File: config.mk
export PLATFORM = sky130hd
export DESIGN_NAME = sd_resp_rx
export DESIGN_NICKNAME = d
export VERILOG_FILES = /design/src/rtl/sd_resp_pkg.sv /design/src/rtl/sd_resp_crc7.sv /design/src/rtl/sd_resp_shifter.sv /design/src/rtl/sd_resp_rx.sv
export SDC_FILE = /design/constraint.sdc
export NUM_CORES = 1
export LEC_CHECK = 0
export CAP_MARGIN = 10
export CORE_MARGIN = 2
export CORE_UTILIZATION = 50
export CTS_BUF_LIST = sky130_fd_sc_hd__clkbuf_4
export CTS_CLUSTER_SIZE = 28
export DETAILED_ROUTE_END_ITERATION = 6
export DONT_BUFFER_PORTS = 1
export PLACE_DENSITY = 0.67
export SLEW_MARGIN = 20
export SYNTH_ARGS = -nofsm -noshare
export SYNTH_HDL_FRONTEND = slang
export SYNTH_SLANG_ARGS = --single-unit
export TNS_END_PERCENT = 10
File: constraint.sdc
create_clock -name clk -period 3 [get_ports clk]
set_input_delay 0.3 -clock clk [delete_from_list [all_inputs] [get_ports clk]]
set_output_delay 0.3 -clock clk [all_outputs]
set_load 0.01 [all_outputs]
File: src/rtl/sd_resp_pkg.sv
package sd_resp_pkg;
    typedef enum logic [2:0] {
        S_IDLE,
        S_TURN,
        S_HUNT,
        S_SHIFT,
        S_DONE
    } rx_state_t;
endpackage

File: src/rtl/sd_resp_crc7.sv
module sd_resp_crc7 #(
    parameter int               CRC_W = 7,
    parameter logic [CRC_W-1:0] POLY  = 7'h09
) (
    input  logic             clk,
    input  logic             rst_n,
    input  logic             clr,
    input  logic             en,
    input  logic             din,
    output logic [CRC_W-1:0] crc
);
    logic fb;
    assign fb = din ^ crc[CRC_W-1];

    always_ff @(posedge clk or negedge rst_n) begin
        if (!rst_n)   crc <= '0;
        else if (clr) crc <= '0;
        else if (en)  crc <= {crc[CRC_W-2:0], 1'b0} ^ (fb ? POLY : '0);
    end

    // the register only moves when fed or cleared
    p_crc_hold_r8: assert property (@(posedge clk) disable iff (!rst_n)
        (!clr && !en) |=> $stable(crc));
endmodule

File: src/rtl/sd_resp_shifter.sv
module sd_resp_shifter #(
    parameter  int FRAME_W = 48,
    localparam int POS_W   = $clog2(FRAME_W)
) (
    input  logic               clk,
    input  logic               rst_n,
    input  logic               clr,
    input  logic               shift_en,
    input  logic               din,
    output logic [FRAME_W-1:0] frame,
    output logic [POS_W-1:0]   pos,
    output logic               last
);
    localparam logic [POS_W-1:0] POS_TOP = POS_W'(FRAME_W - 2);

    always_ff @(posedge clk or negedge rst_n) begin
        if (!rst_n) begin
            frame <= '0;
            pos   <= POS_TOP;
        end else if (clr) begin
            frame <= '0;
            pos   <= POS_TOP;
        end else if (shift_en) begin
            frame <= {frame[FRAME_W-2:0], din};
            if (pos != '0) pos <= pos - 1'b1;
        end
    end

    assign last = (pos == '0);

    // position never leaves the frame
    p_pos_range_r9: assert property (@(posedge clk) disable iff (!rst_n)
        pos <= POS_TOP);
endmodule

File: src/rtl/sd_resp_rx.sv
module sd_resp_rx
    import sd_resp_pkg::*;
#(
    parameter int FRAME_W    = 48,
    parameter int IDX_W      = 6,
    parameter int FIELD_W    = 16,
    parameter int CRC_W      = 7,
    parameter int MIN_GAP    = 2,
    parameter int HUNT_LIMIT = 64
) (
    input  logic               clk,
    input  logic               rst_n,
    input  logic               start_rx,
    input  logic               host_oe,
    input  logic               cmd_in,
    input  logic [IDX_W-1:0]   expected_index,
    output logic               done,
    output logic [FIELD_W-1:0] rca,
    output logic [FIELD_W-1:0] status,
    output logic [FRAME_W-1:0] raw,
    output logic               crc_err,
    output logic               frame_err,
    output logic               index_err,
    output logic               timeout,
    output logic               early_err
);
    localparam int POS_W  = $clog2(FRAME_W);
    localparam int CNT_W  = $clog2(HUNT_LIMIT > MIN_GAP ? HUNT_LIMIT : MIN_GAP) + 1;
    localparam int IDX_HI = FRAME_W - 3;
    localparam int ARG_HI = IDX_HI - IDX_W;
    localparam logic [CNT_W-1:0] GAP_LAST  = CNT_W'(MIN_GAP - 1);
    localparam logic [CNT_W-1:0] HUNT_LAST = CNT_W'(HUNT_LIMIT - 1);
    localparam logic [POS_W-1:0] CRC_STOP  = POS_W'(CRC_W + 1);

    rx_state_t          state_q, state_d;
    logic [CNT_W-1:0]   cnt_q, cnt_d;
    logic [IDX_W-1:0]   exp_idx_q;
    logic               line_low;
    logic               ev_early, ev_tmo, ev_fin;
    logic               sh_clr, sh_en, crc_clr, crc_en;
    logic [FRAME_W-1:0] frame, nf;
    logic [POS_W-1:0]   pos;
    logic               last;
    logic [CRC_W-1:0]   crc_val;

    assign line_low = !cmd_in && !host_oe;

    sd_resp_shifter #(.FRAME_W(FRAME_W)) u_shift (
        .clk(clk), .rst_n(rst_n), .clr(sh_clr), .shift_en(sh_en),
        .din(cmd_in), .frame(frame), .pos(pos), .last(last)
    );

    sd_resp_crc7 #(.CRC_W(CRC_W), .POLY(CRC_W'(9))) u_crc (
        .clk(clk), .rst_n(rst_n), .clr(crc_clr), .en(crc_en),
        .din(cmd_in), .crc(crc_val)
    );

    // next state and datapath strobes
    always_comb begin
        state_d  = state_q;
        cnt_d    = cnt_q;
        ev_early = 1'b0;
        ev_tmo   = 1'b0;
        ev_fin   = 1'b0;
        sh_clr   = 1'b0;
        sh_en    = 1'b0;
        crc_clr  = 1'b0;
        crc_en   = 1'b0;
        if (start_rx) begin
            state_d = S_TURN;
            cnt_d   = '0;
        end else begin
            unique case (state_q)
                S_IDLE, S_DONE: ;
                S_TURN: begin
                    if (line_low) begin
                        ev_early = 1'b1;
                        state_d  = S_DONE;
                    end else if (cnt_q == GAP_LAST) begin
                        state_d = S_HUNT;
                        cnt_d   = '0;
                    end else begin
                        cnt_d = cnt_q + 1'b1;
                    end
                end
                S_HUNT: begin
                    if (line_low) begin
                        state_d = S_SHIFT;
                        sh_clr  = 1'b1;
                        crc_clr = 1'b1;
                    end else if (cnt_q == HUNT_LAST) begin
                        ev_tmo  = 1'b1;
                        state_d = S_DONE;
                    end else begin
                        cnt_d = cnt_q + 1'b1;
                    end
                end
                S_SHIFT: begin
                    sh_en  = 1'b1;
                    crc_en = (pos >= CRC_STOP);
                    if (last) begin
                        ev_fin  = 1'b1;
                        state_d = S_DONE;
                    end
                end
                default: state_d = S_IDLE;
            endcase
        end
    end

    // state register
    always_ff @(posedge clk or negedge rst_n) begin
        if (!rst_n) begin
            state_q   <= S_IDLE;
            cnt_q     <= '0;
            exp_idx_q <= '0;
        end else begin
            state_q <= state_d;
            cnt_q   <= cnt_d;
            if (start_rx) exp_idx_q <= expected_index;
        end
    end

    assign nf = {frame[FRAME_W-2:0], cmd_in};

    // outputs
    always_ff @(posedge clk or negedge rst_n) begin
        if (!rst_n) begin
            crc_err   <= 1'b0;
            frame_err <= 1'b0;
            index_err <= 1'b0;
            timeout   <= 1'b0;
            early_err <= 1'b0;
        end else if (start_rx) begin
            crc_err   <= 1'b0;
            frame_err <= 1'b0;
            index_err <= 1'b0;
            timeout   <= 1'b0;
            early_err <= 1'b0;
        end else begin
            if (ev_early) early_err <= 1'b1;
            if (ev_tmo)   timeout   <= 1'b1;
            if (ev_fin) begin
                frame_err <= nf[FRAME_W-2] | ~nf[0];
                index_err <= (nf[IDX_HI -: IDX_W] != exp_idx_q);
                crc_err   <= (crc_val != nf[CRC_W:1]);
            end
        end
    end

    assign done   = (state_q == S_DONE);
    assign raw    = frame;
    assign rca    = frame[ARG_HI -: FIELD_W];
    assign status = frame[ARG_HI-FIELD_W -: FIELD_W];

    // an expiry is reported alone
    p_timeout_alone_r5: assert property (@(posedge clk) disable iff (!rst_n)
        (done && timeout) |-> !(crc_err || frame_err || index_err || early_err));
    // the early flag can only come out of the turnaround
    p_early_from_turn_r2: assert property (@(posedge clk) disable iff (!rst_n)
        $rose(early_err) |-> $past(state_q) == S_TURN);
    // a new command clears the held result
    p_clear_r10: assert property (@(posedge clk) disable iff (!rst_n)
        start_rx |=> (!done && !crc_err && !frame_err && !index_err && !timeout && !early_err));
    // a normal finish comes out of the shift state
    p_fin_from_shift_r9: assert property (@(posedge clk) disable iff (!rst_n)
        ($rose(done) && !timeout && !early_err) |-> $past(state_q) == S_SHIFT);
endmodule

# Word-level counts from Yosys, hierarchy flattened
# Index checks and enable logic that the tools add are counted.
[word_totals]
ff_bits = 82
output_inout_bits = 86
elab_cells = 97
[op_classes]
add_sub_neg = 2
order_cmp = 1
n_eq_ne = 15
muxes = 47
bitwise_logic = 4
reduce_logical = 17
[ops]
columns = ["operator", "count"]
rows = [
  ["48-bit two-way mux", 2],
  ["7-bit two-way mux", 7],
  ["1-bit two-way mux", 26],
  ["3-bit two-way mux", 6],
  ["6-bit two-way mux", 3],
  ["7-bit case mux with 2 select lines", 1],
  ["3-bit != test, second input constant", 4],
  ["3-bit case mux with 4 select lines", 1],
  ["2-bit nonzero test", 6],
  ["4-bit != test, second input constant", 2],
  ["4-bit AND reduction", 2],
  ["7-bit by 1-bit adder with 7-bit output, second input constant", 1],
  ["7-bit by 1-bit equality test with 1-bit output, second input constant", 1],
  ["7-bit by 6-bit equality test with 1-bit output, second input constant", 1],
  ["7-bit != test", 1],
  ["7-bit XOR", 1],
  ["3-bit by 2-bit equality test with 1-bit output, second input constant", 2],
  ["6-bit by 4-bit >= comparator with 1-bit output, second input constant", 1],
  ["6-bit logical NOT", 1],
  ["6-bit != test", 1],
  ["6-bit nonzero test", 1],
  ["6-bit by 1-bit subtractor with 6-bit output, second input constant", 1],
  ["4-bit two-way mux", 1],
  ["3-bit by 1-bit equality test with 1-bit output, second input constant", 1],
  ["11 further kinds", 12],
]

# Logic depth before layout (Yosys ltp)
# Gate-level depths: netlist (run 1).
[logic_depth]
word_depth = 7
depth_mapped = 7
depth_no_buf = 7

# Modules after synthesis
# From an unflattened synthesis (run 1), not the netlist that was laid out.
[hier_totals]
cells_unflattened = 383
hier_area_um2 = 4085.2
[modules_own_cells]
columns = ["module", "instances", "cells_per_inst", "area_each_um2", "seq_area_each_um2"]
rows = [
  ["sd_resp_shifter", 1, 195, 2304.7, 1356.3],
  ["sd_resp_rx", 1, 160, 1472.7, 525.5],
  ["sd_resp_crc7", 1, 28, 307.8, 175.2],
]

# Worst setup path after synthesis (run 1)
# No wires, ideal clock.
[synth_path]
path_type = "register to register"
from = "register cnt_q[3]"
to = "register cnt_q[5]"
setup_ns = 0.118
t_arrival_ns = 1.505
slack_ns = 1.377
path_stages_with_launch = 6
path_buffers = 0
period_less_slack_ns = 1.623
path_cell_list = "dfrtp_1 -> or4_4 -> o211ai_4 -> a21oi_2 -> a21boi_1 -> a21o_1"
[synth_between]
elab_chain_len = 5
word_cells_on_any_way = 11
cone_classes = "add/sub (1); eq/ne (3); mux (6); reduce/logical (1)"
[synth_rtl]
columns = ["element", "line", "source"]
rows = [
  ["start: declaration", "sd_resp_rx.sv:36", "logic [CNT_W-1:0] cnt_q, cnt_d;"],
  ["start signal: assignment", "sd_resp_rx.sv:119", "cnt_q <= cnt_d;"],
  ["7-bit by 1-bit adder with 7-bit output or 7-bit by 1-bit equality test with 1-bit output (tied branches)", "sd_resp_rx.sv:83, sd_resp_rx.sv:95, sd_resp_rx.sv:79", ""],
  ["7-bit two-way mux (on tied branches)", "sd_resp_rx.sv:91, sd_resp_rx.sv:79", ""],
  ["7-bit two-way mux (on tied branches)", "sd_resp_rx.sv:87, sd_resp_rx.sv:76", ""],
  ["7-bit case mux with 2 select lines", "sd_resp_rx.sv:73", "unique case (state_q)"],
  ["7-bit two-way mux", "sd_resp_rx.sv:69", "if (start_rx) begin"],
]
# Several ways; a longest one is shown, not always the timed one. The select of a mux whose other input is x is not followed.
# A chain may end at the register's enable or synchronous reset.

# Worst setup path after layout (run 1)
[layout_path]
from = "register state_q[1]"
to = "register u_crc.crc[3]"
[layout_between]
elab_chain_len = 4
word_cells_on_any_way = 8
cone_classes = "eq/ne (2); mux (5); reduce/logical (1)"
[layout_rtl]
columns = ["element", "line", "source"]
rows = [
  ["start: declaration", "sd_resp_rx.sv:35", "rx_state_t state_q, state_d;"],
  ["start signal: assignment", "sd_resp_rx.sv:118", "state_q <= state_d;"],
  ["3-bit by 2-bit equality test with 1-bit output", "sd_resp_rx.sv:73", ""],
  ["1-bit two-way mux", "sd_resp_rx.sv:73", ""],
  ["1-bit two-way mux", "sd_resp_rx.sv:69", ""],
  ["7-bit two-way mux or 2-bit nonzero test (tied branches)", "-", ""],
  ["end signal: assignment", "sd_resp_crc7.sv:18", "else if (en) crc <= {crc[CRC_W-2:0], 1'b0} ^ (fb ? POLY : '0);"],
  ["end: declaration", "sd_resp_crc7.sv:10", "output logic [CRC_W-1:0] crc"],
]
# Several ways; a longest one is shown, not always the timed one.

==> impl.org, run 1 <==
** GRT
- The initial antenna violation count came to 0.
- The number of global-route vias before repair is 2,734.
- For this run the aggregate overflow at the end of global routing stands at 0.
- GRT Util Overall :: approximately 19%
- The first global-routing pass estimated approximately 13,000 microns of wire.
- Entering global routing, the biggest net connects between 80 and 90 pins.

** CTS
- Resized Gates After CTS :: 0
- Clock-pin slew was measured on the worst setup and hold paths at 0.12 ns.
- Cell at the root of the clock tree :: sky130_fd_sc_hd__clkbuf_4
- CTS tree :: built
- Maximum level of the CTS H-tree :: 3
- Clock latency on the worst-skew pair, taken at its later pin, is 0.41 ns.
- Number of CTS-inserted buffers :: 9
- The clock passes through at most 2 buffers.
- Sink count of the clock tree :: 82

** Placement
- Summing all placed instances gives a cell area of 3810 sq um.
- The congestion estimate from routability-driven global placement came to between 0.7 and 0.8.
- Detailed placement ended at an HPWL of just over 5000 microns.
- Quantity of I/O buffers inserted on ports :: 0

** Floorplan
- The floorplan step defined a die boundary enclosing roughly 8600 sq um.
- Chip width :: between 90 and 100 microns
- Placement Rows :: 32
- Y dimension of the die :: 93.0 microns
- 97 I/O pins were placed.
- Once the floorplan was initialized, standard cells occupied 51.5% of the core.
- The core region is 7690 sq um.

** STA
- The final count of hold timing violations is 0.
- The clock arrives with ~0.014 ns of skew.
- Setup repair after global routing left no endpoint under its margin.
- Derived from the worst setup path, the maximum achievable clock frequency is 0.481 GHz.
- Post-Route Hold Slack :: 0.0372 ns
- For the final routed database, the setup TNS stands at 0 ns.
- Setup violations remaining at the end of the flow were counted as 0.
- Dividing the final minimum period by the clock period gives 69.3%.
- Min Clock Period, post-route :: 2.08 ns
- Max-slew violations :: 0
- Headroom to the max-slew limit :: 61.7%
- For the pin with the worst max-slew slack, the measured transition is 0.574 ns.

** Synthesis
- Unique cell type count in the Yosys netlist :: between 40 and 50
- Top-area cell type share of the netlist area :: slightly below 50%
- Average cell area after synthesis :: 9.61 sq um
- When the netlist entered floorplanning its net count stood at 427.
- Sequential fraction of the synthesis area :: 52.0%
- The mapped netlist covers between 3000 and 4000 sq um.
- Largest area contributor in the synthesized netlist :: sky130_fd_sc_hd__dfrtp_1
- Yosys attributes the largest share of cell area to sky130_fd_sc_hd__dfrtp_1 (49%), sky130_fd_sc_hd__nand2_1 (10%), sky130_fd_sc_hd__buf_4 (7.0%).
- #FFs+latches synth :: 82
- Synth Warn # :: 0
- Gate Count Post-Synth :: about 410

** Pwr
- Per report_power, the sequential group accounts for 50.8% of the total.
- Dividing total power by cell area gives a power density of 641 nW/um^2.
- Leakage dissipation :: between 1.5 and 2 nW
- In this run the power spent charging and discharging nets is 0.771 mW.
- Logic gate share of total power :: 19.0%
- The design draws around 2.6 mW.
- The worst-case IR drop observed on VDD is 334 uV.
- Of the total power, the share spent switching nets is roughly 29%.
- Share of total power in the clock network :: a little under a third
- Internal power contribution :: about 1.9 mW

** Drt
- The routed layout has 2,744 vias.
- Pre-antenna DRT Iters :: 6
- Drt drc :: 0
- Dividing the detail-routed wire length by the instance count gives between 15 and 20 microns.
- DR vias/cell :: 5.58
- Count of antenna-violating nets left after detailed routing :: 0
- DRT iter0 DRCs :: slightly above 90
- Summed over all layers, the routed wires come to 7840 microns.

** Outcome
- The run finished with clean final reports.

** Worst setup path
- The worst setup path is launched from a flip-flop.
- Startpoint-to-endpoint class of the critical path :: flip-flop to flip-flop
- The number of cells on the worst reg-to-reg path is 5.
- Data arrives at the worst endpoint at 2.38 ns.
- Worst-path fanout max :: 24
- R2R setup slack :: a little over 0.9 ns
- At the worst endpoint, the required time is 3.30 ns.
- The worst setup path is captured at a flip-flop.

** Final layout
- The multi-input combinational cells in the finished layout cover a total of 1560 sq um.
- Signed area change from the synthesized netlist to the final layout :: 3.22%
- The layout has 716 filler cells.
- At the end of the flow, the number of nets in the layout was 400.
- Post-Layout Inst Area :: 4090 sq um
- Across the whole layout, storage elements account for 2060 sq um.
- Fraction of layout instances using a drive strength above 1 :: ~12%
- The number of antenna diodes in the final layout is 0.
- Core Util, Final :: 53.2%

** Run
- The tool flagged a number of max-cap violations equal to 0.

** Worst hold path
- Counting instances, the worst hold path has a depth of 1.
- Min-Delay Path Class :: input port to flip-flop
[stage by stage]
step,instances,setup WS (ns)
final,492,0.922
after global routing,492,0.774
after CTS,488,0.917
after detailed placement,468,0.941
after global placement,468,1.04
after floorplan,412,1.38
[critical path, cell delays in order (launching register included)]
cell and delay [ns]:
sky130_fd_sc_hd__dfrtp_1 0.50, sky130_fd_sc_hd__nor3b_2 0.35, sky130_fd_sc_hd__nand2_1 0.18, sky130_fd_sc_hd__nor2_4 0.48, sky130_fd_sc_hd__nor2_2 0.17, sky130_fd_sc_hd__a22o_1 0.27
[power groups by stage]
stage | logic (mW) | registers, mW | clock network [mW]
after floorplan | 0.389 | 1.32 | 0
after CTS | 0.501 | 1.34 | 0.812
final | 0.499 | 1.33 | 0.790
after detailed placement | 0.468 | 1.36 | 0
after global routing | 0.564 | 1.35 | 0.856
after global placement | 0.459 | 1.35 | 0
[synthesized netlist by cell type, drive strengths merged]
cell type  instances
a22o               9
a41oi              2
nand4b             1
nor2              13
nand3b             2
o21ai              8
nor2b              2
nor4bb             1
mux2               7
or2                3
mux2i              1
or4                2
nand2            109
a21boi             2
a21o               1
nand4              2
nor3               5
ha                 4
a31o               1
o21a               1
dfstp              4
nand4bb            1
nor3b              2
nor4               3
dfrtp             78
xnor2             12
a31oi              3
buf               48
o211ai             3
inv                6
nand2b             1
xor2               7
and3               5
clkbuf             4
a21oi             54
nand3              5
[sequential cells by signal, summed over array words and instances (netlist names), 3 cells and up]
name,count
cnt_q,7
exp_idx_q,6
state_q,3
u_crc.crc,7
u_shift.frame,48
u_shift.pos,6
[layout by cell type (no fill, tap or decap), drive strengths merged, types with 6 or more instances in the layout]
master and n:
a22o 9, nor2 13, inv 6, a21oi 54, buf 7, xor2 7
o21ai 8, nand2 109, xnor2 12, mux2 7, dfrtp 78, dlygate4sd3 7
clkbuf 10
[cell type report]
cell class	count	share of cell area (%)
sequential	82	50.3
clock buffer	10	1.84
tap	102	3.12
timing repair buffer	14	3.49
inverter	6	0.551
clock inverter	6	2.57
multi-input combinational	272	38.1
[repair_timing]
action	in CTS	in global routing
hold endpoints to repair	90	4
buffers inserted	0	0
hold buffers	4	4
[cell families (layout without fill, tap and decap cells)]
logic type               Yosys count  in the layout  share of synthesized area [%]
AND/OR/NAND/NOR                  157            157                           17.9
AO/OA/AOI/OAI                     84             84                           13.1
flip-flops                        82             82                           52.0
buffers and inverters             58             36                           9.36
XOR/XNOR                          19             19                           4.20
multiplexers                       8              8                           2.24
adder cells (fa/ha/maj)            4              4                           1.26
[worst paths after layout]
check,to,start
min reg2reg,u_shift.pos[1]$_DFFE_PN1P_,u_shift.pos[1]$_DFFE_PN1P_
min in group asynchronous,u_shift.frame[18]$_DFFE_PN0P_,rst_n
min,exp_idx_q[1]$_DFFE_PN0P_,expected_index[1]
max,u_crc.crc[3]$_DFFE_PN0P_,state_q[1]$_DFFE_PN0P_
max in group asynchronous,u_shift.pos[3]$_DFFE_PN1P_,rst_n
max reg2reg,u_crc.crc[3]$_DFFE_PN0P_,state_q[1]$_DFFE_PN0P_
[routing by layer]
layer | track usage [%] | share of wire [%]
met5 | 0 | 0
met3 | 6.37 | 7.8
met1 | 26.1 | 45
met2 | 29.2 | 47
met4 | 7.35 | 1.0
Note: power is estimated with default switching activity, not from simulation.
==> run 2: changes to the inputs <==
==> constraint.sdc (replaced) <==
create_clock -name clk -period 2.2 [get_ports clk]
set_input_delay 0.22 -clock clk [delete_from_list [all_inputs] [get_ports clk]]
set_output_delay 0.22 -clock clk [all_outputs]
set_load 0.01 [all_outputs]
==> impl.org, run 2 (synthesis gave the netlist of run 1 again) <==
** GRT
- Maximum number of pins on one net before global-route repair :: 83 (unchanged)
- GRT Util Overall :: 19.7% (was 19.3%)
- The wire length of the first global-routing pass was 13,200 microns (unchanged).
- Number of antenna violations at the first check in global routing :: 0 (unchanged)
- The number of global-route vias before repair came to 2,801 (was 2,734).
- The residual overflow from global routing was 0 (unchanged).

** Drt
- Pre-antenna DRT Iters :: 5 (was 6)
- Count of antenna-violating nets left after detailed routing :: 0 (unchanged)
- The via density per instance came to 5.63 (was 5.58).
- Vias :: 2,785 (was 2,744)
- The initial detailed-routing violation count is 117 (was 91).
- The overall routed net length was 7970 microns (was 7840 microns).
- The final routed DRC violation total came to 0 (unchanged).
- The wire length per cell came to 16.1 microns (was 15.9 microns).

** Placement
- Final estimated routing congestion in global placement :: 0.770 (was 0.776)
- The HPWL after detailed placement came to 5140 microns (was 5170 microns).
- Total instance count after detailed placement :: 469 (was 468)
- The quantity of I/O buffers inserted on ports came to 0 (unchanged).
- Setup slack after placement :: 0.439 ns (was 0.941 ns)

** Worst hold path
- Hold Startpoint :: start_rx (was expected_index[1])
- The worst hold path depth was 2 (was 1).
- The worst min-delay path category is input port to flip-flop (unchanged).
- Hold endpoint :: cnt_q[1]$_DFFE_PN0P_ (was exp_idx_q[1]$_DFFE_PN0P_)

** CTS
- Number of CTS-inserted buffers :: 9 (unchanged)
- The clock transition time at the flip-flop clock pins of the worst setup and hold paths was 0.13 ns (was 0.12 ns).
- CTS tree :: built (unchanged)
- The buffer levels on the longest clock path came to 2 (unchanged).
- Sink count of the clock tree :: 82 (unchanged)
- Maximum level of the CTS H-tree :: 3 (unchanged)
- Cell at the root of the clock tree :: sky130_fd_sc_hd__clkbuf_4 (unchanged)
- Resized Gates After CTS :: 0 (unchanged)
- The clock network latency to the later pin of the worst-skew pair was 0.45 ns (was 0.41 ns).

** STA
- Setup repair after global routing missed its margin :: false (unchanged)
- The slew at the pin closest to its max-slew limit came to 0.686 ns (was 0.574 ns).
- Max-slew violations :: 0 (unchanged)
- Final Hold Violating Endpoints :: 0 (unchanged)
- The highest clock frequency the design can meet is 0.549 GHz (was 0.481 GHz).
- The final setup violation count came to 0 (unchanged).
- Post-Route Skew :: 0.0218 ns (was 0.0141 ns)
- Min Clock Period, post-route :: 1.82 ns (was 2.08 ns)
- The worst path setup slack after routing came to 0.380 ns (was 0.922 ns).
- Final cycle utilization of the critical path :: 82.7% (was 69.3%)
- Headroom to the max-slew limit :: 54.1% (was 61.7%)
- The aggregate negative setup slack was 0 ns (unchanged).

** Worst setup path
- Worst stage delay on the critical path :: 0.46 ns (was 0.50 ns)
- The worst setup path startpoint was cnt_q[0]$_DFFE_PN0P_ (was state_q[1]$_DFFE_PN0P_).
- The setup slack of the most critical reg-to-reg path came to 0.38 ns (was 0.92 ns).
- Data required time of the critical path :: 2.56 ns (was 3.30 ns)
- Setup crit start kind :: flip-flop (unchanged)
- FF-to-FF path depth :: 6 (was 5)
- The library cell contributing the largest single delay on the critical path was sky130_fd_sc_hd__or4_1 (was sky130_fd_sc_hd__dfrtp_1).
- The worst endpoint data arrival time was 2.18 ns (was 2.38 ns).
- The origin of the critical flop-to-flop path is cnt_q[0]$_DFFE_PN0P_ (was state_q[1]$_DFFE_PN0P_).
- CP cell instances: ha_1 > nand3_1 > nor2_1 > a21oi_1 > or4_1 > mux2i_1 (was nor3b_2 > nand2_1 > nor2_4 > nor2_2 > a22o_1).
- The maximum fanout along the worst path came to 4 (was 24).
- The type of destination of the critical path was a flip-flop (unchanged).
- The critical path class is flip-flop to flip-flop (unchanged).
- Worst r2r dst :: state_q[2]$_DFFE_PN0P_ (was u_crc.crc[3]$_DFFE_PN0P_)

** Final layout
- The flip-flop count of the largest register after layout came to 48 (unchanged).
- The number of nets in the layout came to 403 (was 400).
- Signed area change from the synthesized netlist to the final layout :: 2.56% (was 3.22%)
- Top Registers: u_shift.frame: 48 flops, cnt_q: 7 flops, u_crc.crc: 7 flops (unchanged).
- Commonest cells after routing, fill and taps aside :: sky130_fd_sc_hd__nand2_1 (109), sky130_fd_sc_hd__dfrtp_1 (78), sky130_fd_sc_hd__a21oi_1 (53), sky130_fd_sc_hd__xnor2_1 (12), sky130_fd_sc_hd__nor2_1 (11) (unchanged)
- The commonest non-fill, non-tap cell in the layout was sky130_fd_sc_hd__nand2_1 (unchanged).
- Core Util, Final :: 52.8% (was 53.2%)
- Fraction of layout instances using a drive strength above 1 :: 12.5% (was 12.3%)
- Total inserted antenna cells :: 0 (unchanged)
- Non-filler instance count after layout :: 495 (was 492)
- The top register by number of flip-flops is u_shift.frame (unchanged).

** Pwr
- The ratio of total power to cell area was 822 nW/um^2 (was 641 nW/um^2).
- Maximum resistive drop on vdd :: 310 uV (was 334 uV)
- Leakage dissipation :: 1.77 nW (was 1.80 nW)
- The total power was 3.34 mW (was 2.62 mW).

** Outcome
- Status: complete, no violations (unchanged).

** Floorplan
- The floorplan die height was 93.0 microns (unchanged).
- Chip width :: 93.0 microns (unchanged)
- Placement Rows :: 32 (unchanged)
- Io pins :: 97 (unchanged)
- The area of the core region was 7690 sq um (unchanged).
- The overall die area is 8650 sq um (unchanged).
- Initial standard-cell utilization of the core :: 51.5% (unchanged)

** Run
- Max-cap violations :: 0 (unchanged)
-- run 2: cell types whose count changed in the layout (fill, tap and decap cells not counted) --
cell,change
sky130_fd_sc_hd__dlygate4sd3_1,+2
sky130_fd_sc_hd__clkinv_2,-3
sky130_fd_sc_hd__clkinv_4,+1
sky130_fd_sc_hd__bufinv_16,-3
sky130_fd_sc_hd__clkinvlp_4,+3
sky130_fd_sc_hd__inv_8,+1
sky130_fd_sc_hd__inv_6,+1
sky130_fd_sc_hd__buf_4,+1
-- run 2: final cells by class --
cell class	instances	area, sq um
clock buffers	10	75.1
clock inverters	6	51.3
fillers	692	3630
inverters	6	22.5
multi-input cells	272	1560
flip-flops and latches	82	2060
well taps	102	128
repair buffers	17	170
-- run 2: worst max path at each step --
stage                                  end  slack, ns  cells after the start
floorplan             cnt_q[5]$_DFFE_PN0P_       0.58                      5
global placement    state_q[2]$_DFFE_PN0P_       0.48                      6
detailed placement  state_q[2]$_DFFE_PN0P_       0.44                      6
CTS                 state_q[2]$_DFFE_PN0P_       0.39                      6
global route        state_q[2]$_DFFE_PN0P_       0.26                      6
finish              state_q[2]$_DFFE_PN0P_       0.38                      6
-- run 2: metal layers --
layer | GRT usage (%) | part of all wire, %
met5 | 0 | 0
met4 | 7.23 | 1.3
met3 | 6.69 | 7.3
met2 | 31.5 | 48
met1 | 25.0 | 44
-- run 2: repair_timing --
item / CTS / global route
hold endpoints to repair: 103 / 0
buffers inserted: 0 / 0
hold buffers: 10 / 0
-- run 2: power by group --
group	internal, mW	switching (mW)
clock network	0.258	0.563
logic	0.291	0.408
registers	1.65	0.164
-- run 2: worst max-delay path: cells and delay by family, from the launching register on --
kind	cells	cell delay, ns
adders and majority gates	1	0.23
muxes	1	0.13
and+or+nand+nor	3	0.87
AOI/OAI and AO/OA	1	0.10
DFF	1	0.42
-- run 2: metrics by stage --
| stage | hold WS, ns | cell area (sq um) |
|---|---|---|
| 4_1_cts | 0.00790 | 4060 |
| 2_1_floorplan | -0.0756 | 3960 |
| 3_5_place_dp | -0.0734 | 3820 |
| 6_report | 0.0254 | 4060 |
| 5_1_grt | 0.000759 | 4060 |
| 3_3_place_gp | -0.0731 | 3820 |
